==> config.mk <==
export PLATFORM = sky130hd
export DESIGN_NAME = lane_serializer
export DESIGN_NICKNAME = d
export VERILOG_FILES = /design/src/rtl/lsr_pkg.sv /design/src/rtl/lsr_word_fsm.sv /design/src/rtl/lsr_shifter.sv /design/src/rtl/lsr_clk_phase.sv /design/src/rtl/lane_serializer.sv
export SDC_FILE = /design/constraint.sdc
export NUM_CORES = 1
export LEC_CHECK = 0
export ABC_CLOCK_PERIOD_IN_PS = 2000
export BUFFER_PORTS_ARGS = -buffer_cell sky130_fd_sc_hd__buf_2
export CORE_UTILIZATION = 35
export CTS_CLUSTER_SIZE = 20
export DETAILED_ROUTE_END_ITERATION = 12
export GPL_TIMING_DRIVEN = 0
export SYNTH_ARGS = -nofsm -noshare
export SYNTH_HDL_FRONTEND = slang
export SYNTH_SLANG_ARGS = --single-unit
==> constraint.sdc <==
create_clock -name clk -period 2 [get_ports clk]
set_input_delay 0.3 -clock clk [delete_from_list [all_inputs] [get_ports clk]]
set_output_delay 0.3 -clock clk [all_outputs]
set_load 0.01 [all_outputs]
==> src/rtl/lsr_pkg.sv <==
package lsr_pkg;

    typedef enum logic [1:0] {
        WL_NORMAL  = 2'b00,
        WL_SHORT_A = 2'b01,
        WL_SHORT_B = 2'b10,
        WL_PADDED  = 2'b11
    } wlen_e;

    typedef enum logic {
        ST_IDLE = 1'b0,
        ST_SEND = 1'b1
    } ser_state_e;

    // Slots per word for a length select, given sample width and pad step.
    function automatic int unsigned slots_for(wlen_e m, int unsigned base, int unsigned pad);
        int unsigned r;
        unique case (m)
            WL_NORMAL:  r = base;
            WL_SHORT_A: r = base - 2 * pad;
            WL_SHORT_B: r = base - pad;
            WL_PADDED:  r = base + pad;
            default:    r = base;
        endcase
        return r;
    endfunction

endpackage

==> src/rtl/lsr_word_fsm.sv <==
module lsr_word_fsm
    import lsr_pkg::*;
#(
    parameter int unsigned SAMPLE_W = 12,
    parameter int unsigned PAD_W    = 2,
    parameter int unsigned CNT_W    = 4
) (
    input  logic             clk,
    input  logic             rst_n,
    input  logic             in_valid,
    input  wlen_e            len_sel,
    output logic             in_ready,
    output logic             load,
    output logic             sending,
    output logic             frame,
    output logic [CNT_W-1:0] cnt,
    output logic [CNT_W-1:0] slots
);

    ser_state_e       state_q, state_d;
    logic [CNT_W-1:0] cnt_q, cnt_d;
    logic [CNT_W-1:0] slots_q, slots_d;
    logic             last;

    // state register
    always_ff @(posedge clk) begin
        if (!rst_n) begin
            state_q <= ST_IDLE;
            cnt_q   <= '0;
            slots_q <= CNT_W'(SAMPLE_W);
        end else begin
            state_q <= state_d;
            cnt_q   <= cnt_d;
            slots_q <= slots_d;
        end
    end

    // outputs
    always_comb begin
        last     = (state_q == ST_SEND) && (cnt_q == slots_q - CNT_W'(1));
        in_ready = (state_q == ST_IDLE) || last;
        load     = in_ready && in_valid;
        sending  = (state_q == ST_SEND);
        frame    = sending && (cnt_q < (slots_q >> 1));
        cnt      = cnt_q;
        slots    = slots_q;
    end

    // next state: LOAD, CHAIN, DRAIN
    always_comb begin
        state_d = state_q;
        cnt_d   = cnt_q;
        slots_d = slots_q;
        unique case (state_q)
            ST_IDLE: begin
                if (load) begin
                    state_d = ST_SEND;
                end
            end
            ST_SEND: begin
                if (last && !load) begin
                    state_d = ST_IDLE;
                end
            end
            default: state_d = ST_IDLE;
        endcase
        if (load) begin
            cnt_d   = '0;
            slots_d = CNT_W'(slots_for(len_sel, SAMPLE_W, PAD_W));
        end else if (state_q == ST_SEND) begin
            cnt_d = cnt_q + CNT_W'(1);
        end
    end

endmodule

==> src/rtl/lsr_shifter.sv <==
module lsr_shifter
    import lsr_pkg::*;
#(
    parameter int unsigned SAMPLE_W = 12,
    parameter int unsigned PAD_W    = 2,
    parameter int unsigned CNT_W    = 4
) (
    input  logic                clk,
    input  logic                rst_n,
    input  logic                load,
    input  logic                sending,
    input  logic [SAMPLE_W-1:0] smp_data,
    input  wlen_e               len_sel,
    input  logic                lsb_first,
    input  logic                invert,
    output logic                ser_bit
);

    localparam int unsigned MAX_W = SAMPLE_W + PAD_W;

    logic [CNT_W-1:0]    slots_w;
    logic [CNT_W-1:0]    ndata_w;
    logic [SAMPLE_W-1:0] dsh;
    logic [MAX_W-1:0]    word_pos;   // index = transmit position
    logic [MAX_W-1:0]    loaded;     // index MAX_W-1 goes first
    logic [MAX_W-1:0]    sreg_q;
    logic                inv_q;

    assign slots_w = CNT_W'(slots_for(len_sel, SAMPLE_W, PAD_W));
    assign ndata_w = (slots_w > CNT_W'(SAMPLE_W)) ? CNT_W'(SAMPLE_W) : slots_w;
    assign dsh     = smp_data >> (CNT_W'(SAMPLE_W) - ndata_w);

    for (genvar i = 0; i < MAX_W; i++) begin : g_pos
        if (i < SAMPLE_W) begin : g_data
            assign word_pos[i] = (ndata_w > CNT_W'(i)) &&
                                 (lsb_first ? dsh[i] : smp_data[SAMPLE_W-1-i]);
        end else begin : g_pad
            assign word_pos[i] = 1'b0;
        end
        assign loaded[MAX_W-1-i] = word_pos[i];
    end

    always_ff @(posedge clk) begin
        if (!rst_n) begin
            sreg_q <= '0;
            inv_q  <= 1'b0;
        end else if (load) begin
            sreg_q <= loaded;
            inv_q  <= invert;
        end else if (sending) begin
            sreg_q <= {sreg_q[MAX_W-2:0], 1'b0};
        end
    end

    always_comb begin
        ser_bit = sending && (sreg_q[MAX_W-1] ^ inv_q);
    end

endmodule

==> src/rtl/lsr_clk_phase.sv <==
module lsr_clk_phase #(
    parameter int unsigned PH_W       = 3,
    parameter int unsigned PH_STEPS   = 6,
    parameter int unsigned RESET_CODE = 3
) (
    input  logic            clk,
    input  logic            rst_n,
    input  logic            load,
    input  logic [PH_W-1:0] phase_sel,
    output logic            bit_clk,
    output logic [PH_W:0]   phase_code
);

    logic          bclk_q;
    logic [PH_W:0] code_q;

    always_ff @(posedge clk) begin
        if (!rst_n) begin
            bclk_q <= 1'b0;
            code_q <= (PH_W+1)'(RESET_CODE);
        end else begin
            bclk_q <= ~bclk_q;
            if (load && (phase_sel < PH_W'(PH_STEPS))) begin
                code_q <= {phase_sel, 1'b0};
            end
        end
    end

    assign bit_clk    = bclk_q;
    assign phase_code = code_q;

endmodule

==> src/rtl/lane_serializer.sv <==
module lane_serializer
    import lsr_pkg::*;
#(
    parameter int unsigned SAMPLE_W  = 12,
    parameter int unsigned PAD_W     = 2,
    parameter int unsigned PH_W      = 3,
    parameter int unsigned PH_STEPS  = 6,
    parameter int unsigned PH_RESET  = 3
) (
    input  logic                clk,
    input  logic                rst_n,
    input  logic [SAMPLE_W-1:0] smp_data,
    input  logic                smp_valid,
    output logic                smp_ready,
    input  logic [1:0]          len_sel,
    input  logic                lsb_first,
    input  logic                invert,
    input  logic [PH_W-1:0]     phase_sel,
    output logic                ser_bit,
    output logic                frame_mark,
    output logic                bit_clk,
    output logic [PH_W:0]       phase_code
);

    localparam int unsigned MAX_W  = SAMPLE_W + PAD_W;
    localparam int unsigned CNT_W  = $clog2(MAX_W + 1);
    localparam int unsigned CODE_W = PH_W + 1;

    wlen_e            len_e;
    logic             word_load;
    logic             sending;
    logic [CNT_W-1:0] fsm_cnt;
    logic [CNT_W-1:0] fsm_slots;

    assign len_e = wlen_e'(len_sel);

    lsr_word_fsm #(
        .SAMPLE_W(SAMPLE_W), .PAD_W(PAD_W), .CNT_W(CNT_W)
    ) u_fsm (
        .clk(clk), .rst_n(rst_n), .in_valid(smp_valid), .len_sel(len_e),
        .in_ready(smp_ready), .load(word_load), .sending(sending),
        .frame(frame_mark), .cnt(fsm_cnt), .slots(fsm_slots)
    );

    lsr_shifter #(
        .SAMPLE_W(SAMPLE_W), .PAD_W(PAD_W), .CNT_W(CNT_W)
    ) u_shift (
        .clk(clk), .rst_n(rst_n), .load(word_load), .sending(sending),
        .smp_data(smp_data), .len_sel(len_e), .lsb_first(lsb_first),
        .invert(invert), .ser_bit(ser_bit)
    );

    lsr_clk_phase #(
        .PH_W(PH_W), .PH_STEPS(PH_STEPS), .RESET_CODE(PH_RESET)
    ) u_clk (
        .clk(clk), .rst_n(rst_n), .load(word_load), .phase_sel(phase_sel),
        .bit_clk(bit_clk), .phase_code(phase_code)
    );

endmodule

==> results.toml <==
[status]
status = "finished clean"

[place]
gp_congestion = 0.859
numPortBuffers = 28
dp_hpwl_mm = 2.90
pre_cts_ws_ps = 15.1
placed_area_um2 = 1810

[final_layout]
n_antenna_cell = 0
fillers = 451
finalInstanceArea_um2 = 1880
final_nets = 239
final_common_cell = "buf_2"
fin_util = 0.429
syn_to_final_growth_pct = 17.3
final_cell_mix = "31 x buf_2, 23 x dfxtp_1, 11 x mux2i_1"
drive_above_1_share = 0.242

[route]
wirelength_mm = 3.80
first_pass_iters = 4
wire_per_inst_um = 14.7
drt_iter0_markers = 73
detail-route-antenna-nets = 0
drcViolationCount = 0
num_vias = 1418
drt-vias-per-instance = 5.47

[setup_path]
cpPeakStageDelay_ps = 380
arrival_ps = 1610
cp_slowest_cell = "dfxtp_2"
crit_path_cell_trace = "inv_1 -> ha_4 -> xor2_4 -> nand4_1 -> nand2_1 -> buf_2"
cp_max_fo = 5
worstReg2RegEnd = "u_shift.sreg_q[13]$_SDFFE_PN0P_"
timing.rr.start = "u_fsm.slots[1]$_SDFFE_PN0P_"
crit_cells = 6
critPathLaunchType = "register"
r2r_slack_ps = 150
required_ps = 1700
r2r.worst_path.cells = 7
crit_path_end_kind = "output pin"
path_class = "reg2out"
cpLargestDelayFamily = "flip-flops"
worst-path-buf-inv = 2

[timing]
tightest_slew_ps = 452
drv_slew = 0
skew_ps = 1.80
hold_viol = 0
worst_slack_ps = 88.1
period_share = 0.956
setup_viol = 0
layout_min_cycle_time_ps = 1910
fmax_mhz = 523
slew_headroom = 0.698

[global_routing]
grtUsageTotal = 0.163
grt_pass1_wl_mm = 6.47
grt_pass1_vias = 1369
antenna_found_initial = 0
grt_max_degree = 14
grt.overflow.total = 0

[hold_path]
holdPathStages = 3
min_path_type = "in2reg"
hold_path_end = "u_shift.inv_q$_SDFFE_PN0P_"
hold_start = "invert"

[clocking]
htree_levels = 1
clock_path_buffers = 2
clock_sinks = 25
cts_tree = "yes"
cts_hold_buf = 0
clock_latency_ps = 270
cts_root_buffer = "clkbuf_8"
postCtsSetupRepairBufs = 0
cts.clk_slew.worst_paths_ps = 90
cts-buffers-inserted = 3

[yosys]
synth.area.mux_share = 0.0968
synth_cells = 175
synth-seq-cells = 25
synth_top_family_by_area = "compound AO/OA/AOI/OAI gates"
synth_xor_area_frac = 0.0468
synth_top_area_share = 0.312
synth-edff-count = 0
synth_cell_type_count = 40
syn_nets = 206
synthSimpleGateAreaFrac = 0.144
avgSynthCellArea_um2 = 9.16
yosys-top-cells-area = "dfxtp_1 31%, ha_1 7.0%, mux2i_1 6.9%"
synthFlopType = "dfxtp_1"
yosys_warnings = 0
synth_top_cell_by_area = "dfxtp_1"
synth_compound_area_frac = 0.274
seq_area_frac_synth = 0.312
synthAdderAreaFrac = 0.0703
async_flop_share = 0
syn_area_um2 = 1600

[pwr]
p_sw_frac = 0.300
ir_worst_vdd_v = 0.000275
pwr-share-clk = 0.266
p_leak_nw = 0.789
powerDensity_nw_per_um2 = 606
p_comb_frac = 0.249
p_int_uw = 797
p_switching_uw = 342
p_seq_frac = 0.485

[die]
initial_utilization = 0.366
die_area_um2 = 4850
ios = 30
die_x_um = 69.7
core-area_um2 = 4380
rows = 24
die_height_um = 69.7

[job]
maxCapViolCount = 0
==> power by group through the flow <==
| stage | clock network, mW | logic (mW) | registers, mW |
|---|---|---|---|
| 3_3_place_gp | 0 | 0.270 | 0.563 |
| 3_5_place_dp | 0 | 0.271 | 0.563 |
| 5_1_grt | 0.334 | 0.317 | 0.557 |
| 2_1_floorplan | 0 | 0.182 | 0.562 |
| 6_report | 0.303 | 0.283 | 0.552 |
| 4_1_cts | 0.313 | 0.272 | 0.552 |
==> worst max path at each step <==
stage	end	slack (ps)	start
2_1_floorplan	u_clk.phase_code[2]$_SDFFE_PN0P_	260	u_fsm.slots[1]$_SDFFE_PN0P_
3_3_place_gp	u_clk.phase_code[1]$_SDFFE_PN1P_	20	u_fsm.slots[1]$_SDFFE_PN0P_
3_5_place_dp	u_clk.phase_code[1]$_SDFFE_PN1P_	20	u_fsm.slots[1]$_SDFFE_PN0P_
4_1_cts	smp_ready	1	u_fsm.slots[1]$_SDFFE_PN0P_
5_1_grt	frame_mark	-20	u_fsm.slots[2]$_SDFFE_PN1P_
6_report	smp_ready	90	u_fsm.slots[1]$_SDFFE_PN0P_
==> kinds of logic (layout without fill, tap and decap cells) <==
kind of cell    Yosys count  after routing
fa+ha+maj                 9              9
buf+inv                  21             53
xor+xnor                  6              6
compound gates           56             56
mux                      15             15
simple gates             43             43
flops                    25             25
==> layout make-up <==
| class | count | area (um^2) | share of cell area |
|---|---|---|---|
| buffer | 12 | 57.6 | 0.0306 |
| clock buffer | 4 | 45.0 | 0.0240 |
| inverter | 9 | 33.8 | 0.0180 |
| multi-input combinational | 129 | 1040 | 0.551 |
| sequential | 25 | 503 | 0.267 |
| tap | 52 | 65.1 | 0.0346 |
| timing repair buffer | 28 | 140 | 0.0745 |
==> timing repair <==
| item | CTS | global route |
|---|---|---|
| setup endpoints to repair | 1 | 13 |
| endpoints found under the hold margin | 0 | 0 |
| gates resized for setup | 1 | 5 |
==> metal layers <==
metal / track usage / up-vias / share of wire
met1: 0.232 / 652 / 0.52
met2: 0.255 / 35 / 0.43
met5: 0 / - / 0
li1: - / 727 / -
met4: 0.0533 / 0 / 0.012
met3: 0.0189 / 4 / 0.037
==> cells in the mapped netlist (all sizes together) (2+ instances only) <==
master,number
nor3b,3
mux2i,11
o21ai,5
nor2,7
dfxtp,25
a21oi,9
clkbuf,8
ha,9
nand2b,3
o221a,2
nand4,3
nor2b,5
o221ai,10
and2,2
and3,2
a41o,2
a21boi,6
xor2,5
mux2,4
nand2,10
buf,4
nor3,3
o31a,2
inv,9
a32oi,6
nand3,3
o211ai,10
==> sequential cells by signal, summed over array words and instances (netlist names) <==
name and count:
u_shift.inv_q 1, u_fsm.sending 1, u_fsm.cnt 4, u_fsm.slots 2, u_clk.phase_code 4, u_shift.sreg_q 12
u_clk.bit_clk 1
==> worst register-to-register path: cells and delay by family (launching register included) <==
kind / cells / cell delay [ps]
xor gates and xnor gates: 1 / 210
adders and majority gates: 1 / 300
buffers and inverters: 2 / 340
DFF: 1 / 380
AOI/OAI and AO/OA: 3 / 500
==> metrics by stage <==
stage | total power, mW | hold WS, ps | std cells | setup TNS, ps
after floorplan | 0.744 | 435 | 175 | 0
after global placement | 0.833 | 404 | 255 | 0
after detailed placement | 0.834 | 415 | 255 | 0
after CTS | 1.14 | 266 | 259 | 0
after global routing | 1.21 | 283 | 259 | -21.6
final | 1.14 | 267 | 259 | 0
Note: power is estimated with default switching activity, not from simulation.
